===== config.mk =====
export PLATFORM = sky130hd
export DESIGN_NAME = ring_discrim
export DESIGN_NICKNAME = d
export VERILOG_FILES = /design/src/rtl/ring_discrim_pkg.sv /design/src/rtl/ring_tick_div.sv /design/src/rtl/ring_sync.sv /design/src/rtl/ring_period_trk.sv /design/src/rtl/ring_discrim.sv
export SDC_FILE = /design/constraint.sdc
export NUM_CORES = 1
export LEC_CHECK = 0
export CORE_UTILIZATION = 25
export DETAILED_ROUTE_END_ITERATION = 7
export GPL_TIMING_DRIVEN = 0
export PLACE_DENSITY = 0.38
export REMOVE_ABC_BUFFERS = 1
export SYNTH_ARGS = -nofsm -noshare
export SYNTH_HDL_FRONTEND = slang
export SYNTH_SLANG_ARGS = --single-unit

===== constraint.sdc =====
create_clock -name clk -period 4.6 [get_ports clk]
set_clock_uncertainty 0.2 [all_clocks]
set_input_delay 0.92 -clock clk [delete_from_list [all_inputs] [get_ports clk]]
set_output_delay 0.92 -clock clk [all_outputs]
set_load 0.02 [all_outputs]

===== src/rtl/ring_discrim_pkg.sv =====
package ring_discrim_pkg;
  // Edge polarity served by one period tracker.
  typedef enum logic {POL_RISE = 1'b0, POL_FALL = 1'b1} pol_e;

  // Verdict a tracker reports in the cycle an edge or a timeout is seen.
  typedef struct packed {
    logic good;
    logic bad;
  } verdict_t;
endpackage


===== src/rtl/ring_tick_div.sv =====
module ring_tick_div #(
  parameter int DIV = 2
) (
  input  logic clk,
  input  logic rst,
  output logic tick
);
  localparam int DW = (DIV > 1) ? $clog2(DIV) : 1;
  localparam logic [DW-1:0] LAST = DW'(DIV - 1);

  logic [DW-1:0] phase;

  always_ff @(posedge clk) begin
    if (rst || phase == LAST) phase <= '0;
    else                      phase <= phase + 1'b1;
  end

  assign tick = (phase == LAST);

  generate
    if (DIV > 1) begin : g_gap

      tick_gap_chk: assert property (@(posedge clk) disable iff (rst)
        tick |=> !tick);
    end
  endgenerate
endmodule


===== src/rtl/ring_sync.sv =====
module ring_sync #(
  parameter int STAGES = 2
) (
  input  logic clk,
  input  logic rst,
  input  logic din,
  output logic level,
  output logic rise,
  output logic fall
);
  logic [STAGES-1:0] chain;
  logic              prev;

  always_ff @(posedge clk) begin
    if (rst) begin
      chain <= '0;
      prev  <= 1'b0;
    end else begin
      chain <= {chain[STAGES-2:0], din};
      prev  <= chain[STAGES-1];
    end
  end

  assign level = chain[STAGES-1];
  assign rise  = level & ~prev;
  assign fall  = ~level & prev;
endmodule


===== src/rtl/ring_period_trk.sv =====
module ring_period_trk
  import ring_discrim_pkg::*;
#(
  parameter int MIN_FAST  = 533,
  parameter int MIN_SLOW  = 1067,
  parameter int MAX_SHORT = 1600,
  parameter int MAX_LONG  = 2400,
  parameter int CW        = $clog2(MAX_LONG + 3)
) (
  input  logic     clk,
  input  logic     clr,
  input  logic     tick,
  input  logic     edge_i,
  input  logic     lo_sel,
  input  logic     hi_sel,
  output verdict_t verdict
);
  logic          armed;
  logic [CW-1:0] cnt;
  logic [CW-1:0] min_q;
  logic [CW-1:0] max_q;
  logic [CW-1:0] meas;
  logic          in_win;
  logic          expired;

  // The tick landing in the edge cycle belongs to the period that ends there.
  assign meas    = cnt + CW'(tick);
  assign in_win  = (meas >= min_q) && (meas <= max_q);
  assign expired = armed && (cnt > max_q);

  always_comb begin
    verdict.good = edge_i && armed && in_win;
    verdict.bad  = (edge_i && armed && !in_win) || (!edge_i && expired);
  end

  always_ff @(posedge clk) begin
    if (clr) begin
      armed <= 1'b0;
      cnt   <= '0;
      min_q <= CW'(MIN_FAST);
      max_q <= CW'(MAX_SHORT);
    end else if (edge_i) begin
      armed <= 1'b1;
      cnt   <= '0;
      min_q <= hi_sel ? CW'(MIN_SLOW) : CW'(MIN_FAST);
      max_q <= lo_sel ? CW'(MAX_LONG) : CW'(MAX_SHORT);
    end else if (expired) begin
      armed <= 1'b0;
      cnt   <= '0;
    end else if (armed && tick) begin
      cnt <= cnt + 1'b1;
    end
  end


  cnt_bound_chk: assert property (@(posedge clk) disable iff (clr)
    cnt <= max_q + 1'b1);


  lim_hold_chk: assert property (@(posedge clk) disable iff (clr)
    !edge_i |=> $stable(min_q) && $stable(max_q));
endmodule


===== src/rtl/ring_discrim.sv =====
module ring_discrim
  import ring_discrim_pkg::*;
#(
  parameter int TICK_DIV  = 2,
  parameter int SYNC_FF   = 2,
  parameter int MIN_FAST  = 533,
  parameter int MIN_SLOW  = 1067,
  parameter int MAX_SHORT = 1600,
  parameter int MAX_LONG  = 2400
) (
  input  logic clk,
  input  logic rst,
  input  logic bypass_sel,
  input  logic lo_sel,
  input  logic hi_sel,
  input  logic ring_in,
  output logic ring_en
);
  localparam int CW   = $clog2(MAX_LONG + 3);
  localparam int NPOL = 2;

  logic            tick;
  logic            lvl;
  logic [NPOL-1:0] edges;
  verdict_t        verd [NPOL];
  logic [NPOL-1:0] good_v;
  logic [NPOL-1:0] bad_v;
  logic            good_any;
  logic            bad_any;
  logic            trk_clr;
  logic            byp_q;

  ring_tick_div #(.DIV(TICK_DIV)) u_div (
    .clk (clk),
    .rst (rst),
    .tick(tick)
  );

  ring_sync #(.STAGES(SYNC_FF)) u_sync (
    .clk  (clk),
    .rst  (rst),
    .din  (ring_in),
    .level(lvl),
    .rise (edges[POL_RISE]),
    .fall (edges[POL_FALL])
  );

  assign trk_clr = rst | bypass_sel;

  generate
    for (genvar p = 0; p < NPOL; p++) begin : g_trk
      ring_period_trk #(
        .MIN_FAST (MIN_FAST),
        .MIN_SLOW (MIN_SLOW),
        .MAX_SHORT(MAX_SHORT),
        .MAX_LONG (MAX_LONG),
        .CW       (CW)
      ) u_trk (
        .clk    (clk),
        .clr    (trk_clr),
        .tick   (tick),
        .edge_i (edges[p]),
        .lo_sel (lo_sel),
        .hi_sel (hi_sel),
        .verdict(verd[p])
      );
      assign good_v[p] = verd[p].good;
      assign bad_v[p]  = verd[p].bad;
    end
  endgenerate

  assign good_any = |good_v;
  assign bad_any  = |bad_v;

  always_ff @(posedge clk) begin
    if (rst) begin
      ring_en <= 1'b0;
      byp_q   <= 1'b0;
    end else begin
      byp_q <= bypass_sel;
      if (bypass_sel)    ring_en <= lvl;
      else if (byp_q)    ring_en <= 1'b0;
      else if (bad_any)  ring_en <= 1'b0;
      else if (good_any) ring_en <= 1'b1;
    end
  end


  rst_clear_chk: assert property (@(posedge clk)
    rst |=> !ring_en);


  bypass_follow_chk: assert property (@(posedge clk) disable iff (rst)
    bypass_sel |=> ring_en == $past(lvl));


  rise_cause_chk: assert property (@(posedge clk) disable iff (rst)
    $rose(ring_en) && !$past(bypass_sel) |-> $past(good_any));
endmodule


* Yosys cells after proc, flatten, opt, wreduce, memory -nomap -nowiden
Cells that the tools add are included.
** Storage, ports and cells
- Bits in registers :: 80
- Output and inout bits :: 1
- Word-level logic and storage cells :: 67
** Operators by class
- $add $sub $neg :: 5
- Magnitude comparators :: 6
- Muxes and demuxes :: 10
- Bitwise gates (word level) :: 5
- Reduce and logical (&&, ||, !) cells :: 28
** Operator list (number)
- $add A12 B1 Y12 :: 2
- $add A12 B1 Y12 const B :: 2
- $ge A12 B12 Y1 :: 2
- $gt A12 B12 Y1 :: 2
- $le A12 B12 Y1 :: 2
- $logic_and A1 B1 Y1 :: 14
- $mux W12 :: 1
- $mux W11 :: 1
- $mux W1 :: 8
- $reduce_or A3 Y1 :: 2
- $logic_not A1 Y1 :: 4
- $reduce_bool A2 Y1 :: 2
- $reduce_bool A4 Y1 :: 1
- $reduce_or A2 Y1 :: 2
- $logic_or A1 B1 Y1 :: 3
- $and A1 B1 Y1 :: 2
- $not A1 Y1 :: 2
- $add A1 B1 Y1 const B :: 1
- $or A1 B1 Y1 :: 1

* Longest topological paths before layout
- Depth after elaboration :: 10
- Mapped depth :: 13
- Depth with buffers taken out :: 12

* Cells and area by module
A second synthesis with hierarchy kept.
** Unflattened totals
- Cells, all modules :: 381
- Area, all modules :: 3120.5 um^2
** Modules (own cells, without submodules)
- ring_period_trk (g_trk[0].u_trk) :: times used 1, cells an instance 185, area each 1492.7 um^2
- ring_period_trk (g_trk[1].u_trk) :: times used 1, cells an instance 178, area each 1437.6 um^2
- ring_sync :: times used 1, cells an instance 8, area each 91.3 um^2
- ring_discrim :: times used 1, cells an instance 8, area each 75.1 um^2
- ring_tick_div :: times used 1, cells an instance 2, area each 23.8 um^2

* Worst setup path before layout
No wires, ideal clock.
- Path kind :: register to register
- From :: reg u_div.phase (netlist: u_div.tick)
- To :: reg ring_en
- Library setup time :: 0.096 ns
- Data arrival time :: 2.788 ns
- Data required time :: 4.304 ns
- Setup slack :: 1.517 ns
- Stages on the path, launching flop included :: 13
- Buffers on the path :: 0
- Clock period less this slack :: 3.083 ns
- Cell sequence :: dfxtp_1 ha_1 ha_1 nand3_2 nor2_1 xor2_1 ha_1 nand4_1 or4b_1 nor4_2 a21oi_1 a22o_1 o41ai_2
** Between the ends
- Cells in the longest elaborated chain, start to end :: 10
- Elaborated cells on any way between the ends :: 22
- Classes of those cells :: add/sub: 2; order compare: 4; mux: 3; reduce/logical: 13
** Ends and longest elaborated chain
- start: declaration :: line ring_tick_div.sv:11 : logic [DW-1:0] phase;
- start signal: assignment :: line ring_tick_div.sv:15 : else phase <= phase + 1'b1;
- $add A12 B1 Y12 :: line ring_period_trk.sv:27 : assign meas = cnt + CW'(tick);
- $ge A12 B12 Y1 or $le A12 B12 Y1 (tied branches) :: line ring_period_trk.sv:28 : assign in_win = (meas >= min_q) && (meas <= max_q);
- $logic_and A1 B1 Y1 :: line ring_period_trk.sv:28
- $logic_not A1 Y1 :: line ring_period_trk.sv:33 : verdict.bad = (edge_i && armed && !in_win) || (!edge_i && expired);
- $logic_and A1 B1 Y1 :: line ring_period_trk.sv:33
- $logic_or A1 B1 Y1 :: line ring_period_trk.sv:33
- $reduce_or A2 Y1 :: line ring_discrim.sv:73 : assign bad_any = |bad_v;
- $mux W1 :: line ring_discrim.sv:83 : else if (bad_any) ring_en <= 1'b0;
- $mux W1 :: line ring_discrim.sv:82 : else if (byp_q) ring_en <= 1'b0;
- $mux W1 :: line ring_discrim.sv:81 : if (bypass_sel) ring_en <= lvl;
- end signal: assignment :: line ring_discrim.sv:81
- end: declaration :: line ring_discrim.sv:17 : output logic ring_en
Several ways; a longest one is shown, not always the timed one.
A chain may end at the register's enable or synchronous reset.

* Worst setup path in the final report
Ends and elaborated chain as after synthesis.

==> key figures <==
Placed design
  – GPL Wtd Cong: 0.773
  – IO Port Bufs: 6
  – Placed instance count: between 400 and 500
  – Post-detail-place hpwl: 5180 µm

Critical path
  – Setup crit start kind: register
  – Register-to-register setup slack: 0.98 ns
  – Max FO, Critical Path: 9
  – CP required: roughly 4.6 ns
  – Critical path startpoint: u_div.tick
  – R2r startpoint: u_div.tick
  – Arrival time at the worst endpoint: 3.61 ns
  – Critical path capture point: ring_en
  – Capture instance of the worst register-to-register path: ring_en
  – FF-to-FF path depth: 12
  – Crit. End Element: register
  – CP Class: reg2reg

Timing
  – Final Hold Slack: 0.243 ns
  – Period Utilization, post-route: 78.7%
  – Final setup TNS: 0 ns
  – Final Hold Viols: 0
  – RSZ-0062 raised after global routing: no
  – Final slew viol count: 0
  – Slew HR: between 50% and 60%
  – Min Tclk post-route: 3.62 ns
  – Count of final setup violators: 0
  – Worst slew pin tran: 0.678 ns
  – Fmax: 0.276 GHz

Final layout
  – Post-route insts no fill: 495
  – Area taken by multi-input logic gates: 1900 µm²
  – NumNets Final: slightly above 400
  – Most frequent cells in the layout: 55 x nor2_1, 42 x ha_1, 40 x dfxtp_1
  – Share of cells above drive strength 1: 3.66%
  – Antenna cell count: 0
  – Commonest non-fill, non-tap cell in the layout: nor2_1
  – Seq. cell area: 801 µm²
  – Filler Cell Count: 1202
  – Area Growth Syn to Fin: 10.4%

CTS
  – Clk_lat worst skew: 0.29 ns
  – Buffer count from post-CTS setup fixing: 0
  – # hold bufs at CTS: 0
  – PostCTS Resize Cnt: 0
  – Clk sinks: 40
  – H-tree depth: 2
  – Clk buf depth: 2
  – Root cell of the clock tree: clkbuf_16
  – Clock slew at reported path FFs: around 0.06 ns
  – Total CTS buffers: 5
  – CTS tree: built

Synth
  – FFs w/ async S/R, synth: 0%
  – Yosys warning total: 0
  – Mapped cell area: approximately 2900 µm²
  – EDFF count, synth: 0
  – Yosys cell types: 41
  – FF+latch count, synth: 40
  – Sequential share of the synthesized area: 28.0%
  – Synth Area per Inst: 8.00 µm²
  – Mapped Cells: 357
  – Top_reg_cell synth: dfxtp_1

Floorplanning
  – CORE AREA: about 11000 µm²
  – Num rows: 38
  – Die ar.: 11900 µm²
  – Die Ht: 109 µm
  – Die W: approximately 110 µm
  – I/O Pins: 7
  – Initial cell density of the core: approximately a quarter

Global routing
  – Grt peak-use layer: met1
  – First-pass GRT wire length: ~11000 µm
  – Tot GR Track Use: 12.5%
  – GR Layer Usage met3: 2.57%
  – Grt met1 use: 18.8%
  – Initial antenna violation count: 0
  – GRT Residual Overflow: 0
  – M2 GR Usage: 17.4%
  – Largest net degree at the start of global routing: 13
  – Vias in the first global route: roughly 2200

Route
  – Number of vias per cell: 4.62
  – Detailed Routing Iterations Pass 1: 4
  – Number of nets with antenna violations after routing: 0
  – Initial DRC count: 88
  – Average wire per standard cell: 13.4 µm
  – # DRC: 0
  – Vias post-DR: 2288
  – Routed wire length: 6640 µm

Run
  – Max-cap violations: 0

Outcome
  – Status: finished, final reports clean

Power
  – Pwr dens: 229 nW/µm²
  – Maximum VDD drop: around 0.12 mV
  – Leak Pwr: 1.26 nW

Worst hold path
  – Hold Crit Class: reg2reg
  – Worst Hold Launch: u_sync.chain[0]
[state kept, by name (all words and copies together) (netlist names)]
signal / cells
ring_en: 1
u_sync.chain: 2
u_sync.prev: 1
g_trk.u_trk.armed: 2
byp_q: 1
g_trk.u_trk.min_q: 4
u_div.tick: 1
g_trk.u_trk.max_q: 4
g_trk.u_trk.cnt: 24
[critical path: stages (launching register included)]
cell and delay [ns]:
dfxtp_1 0.51, ha_1 0.26, ha_1 0.21, nand3_2 0.15
nor2_1 0.17, xor2_1 0.26, ha_1 0.19, nand4_1 0.15
or4b_1 0.55, nor4_2 0.19, a21oi_1 0.11, a22o_1 0.25
o41ai_2 0.32
[per-layer routing]
| layer | vias to the layer above | part of all wire, % |
|---|---|---|
| li1 | 1212 | - |
| met1 | 1050 | 57 |
| met2 | 20 | 39 |
| met3 | 6 | 2.5 |
| met4 | 0 | 1.4 |
| met5 | - | 0 |
[power breakdown]
group	internal (mW)	leakage [nW]	switching (mW)
Clock	0.198	0.0667	0.144
Combinational	0.0110	0.870	0.0164
Sequential	0.350	0.324	0.00410
Total	0.558	1.26	0.164
[area by class of cell]
| type | instances | share of cell area (%) |
|---|---|---|
| clock buffers | 6 | 4.08 |
| flip-flops and latches | 40 | 25.4 |
| well taps | 140 | 5.55 |
| clock inverters | 1 | 0.159 |
| repair buffers | 6 | 1.90 |
| multi-input cells | 280 | 60.3 |
| inverters | 22 | 2.62 |
[metrics by stage]
stage | instance area [µm²] | utilization, % | setup WS, ns | total power [mW]
after floorplan | 2790 | - | 1.51 | 0.376
after global placement | 3020 | 27.5 | 1.01 | 0.390
after detailed placement | 3020 | 27.5 | 0.994 | 0.390
after CTS | 3160 | 28.7 | 0.941 | 0.739
after global routing | 3160 | 28.7 | 0.691 | 0.756
final | 3160 | 28.7 | 0.978 | 0.723
[cells in the mapped netlist, types with 2 or more instances]
cell       n  area, µm²
nand2b_1   2       12.5
nand2_1   31        116
xnor2_1   22        193
a21boi_0   2       15.0
o21ai_0    9       45.0
nand3_2    3       30.0
a21o_1     2       15.0
xor2_1    20        175
o211ai_1   2       15.0
nand4_1   12       75.1
and2_1     3       18.8
clkbuf_1   7       26.3
a21oi_1   23        115
nor2b_1    8       50.1
or3_1      2       12.5
buf_2      6       30.0
buf_4      2       15.0
inv_1     22       82.6
nor4_1     3       18.8
nor2_1    55        206
nand3_1   18       90.1
nor3_1     4       20.0
dfxtp_1   40        801
ha_1      42        526
[kinds of logic after synthesis]
group	count (synthesis)	synth area share, %
AOI/OAI and AO/OA	48	10.4
xor gates and xnor gates	42	12.9
adders and majority gates	42	18.4
buffers and inverters	37	5.39
DFF	40	28.0
muxes	1	0.350
and+or+nand+nor	147	24.6
[worst min-delay path by stage]
stage	cells after the start	to	slack [ns]
final	1	u_sync.chain[1]	0.24
after global routing	1	u_sync.chain[1]	0.26
after CTS	1	u_sync.chain[1]	0.25
after detailed placement	1	u_sync.chain[1]	0.23
after global placement	1	u_sync.chain[1]	0.22
after floorplan	1	u_sync.chain[1]	0.21
Power figures use the tool's default switching activity.
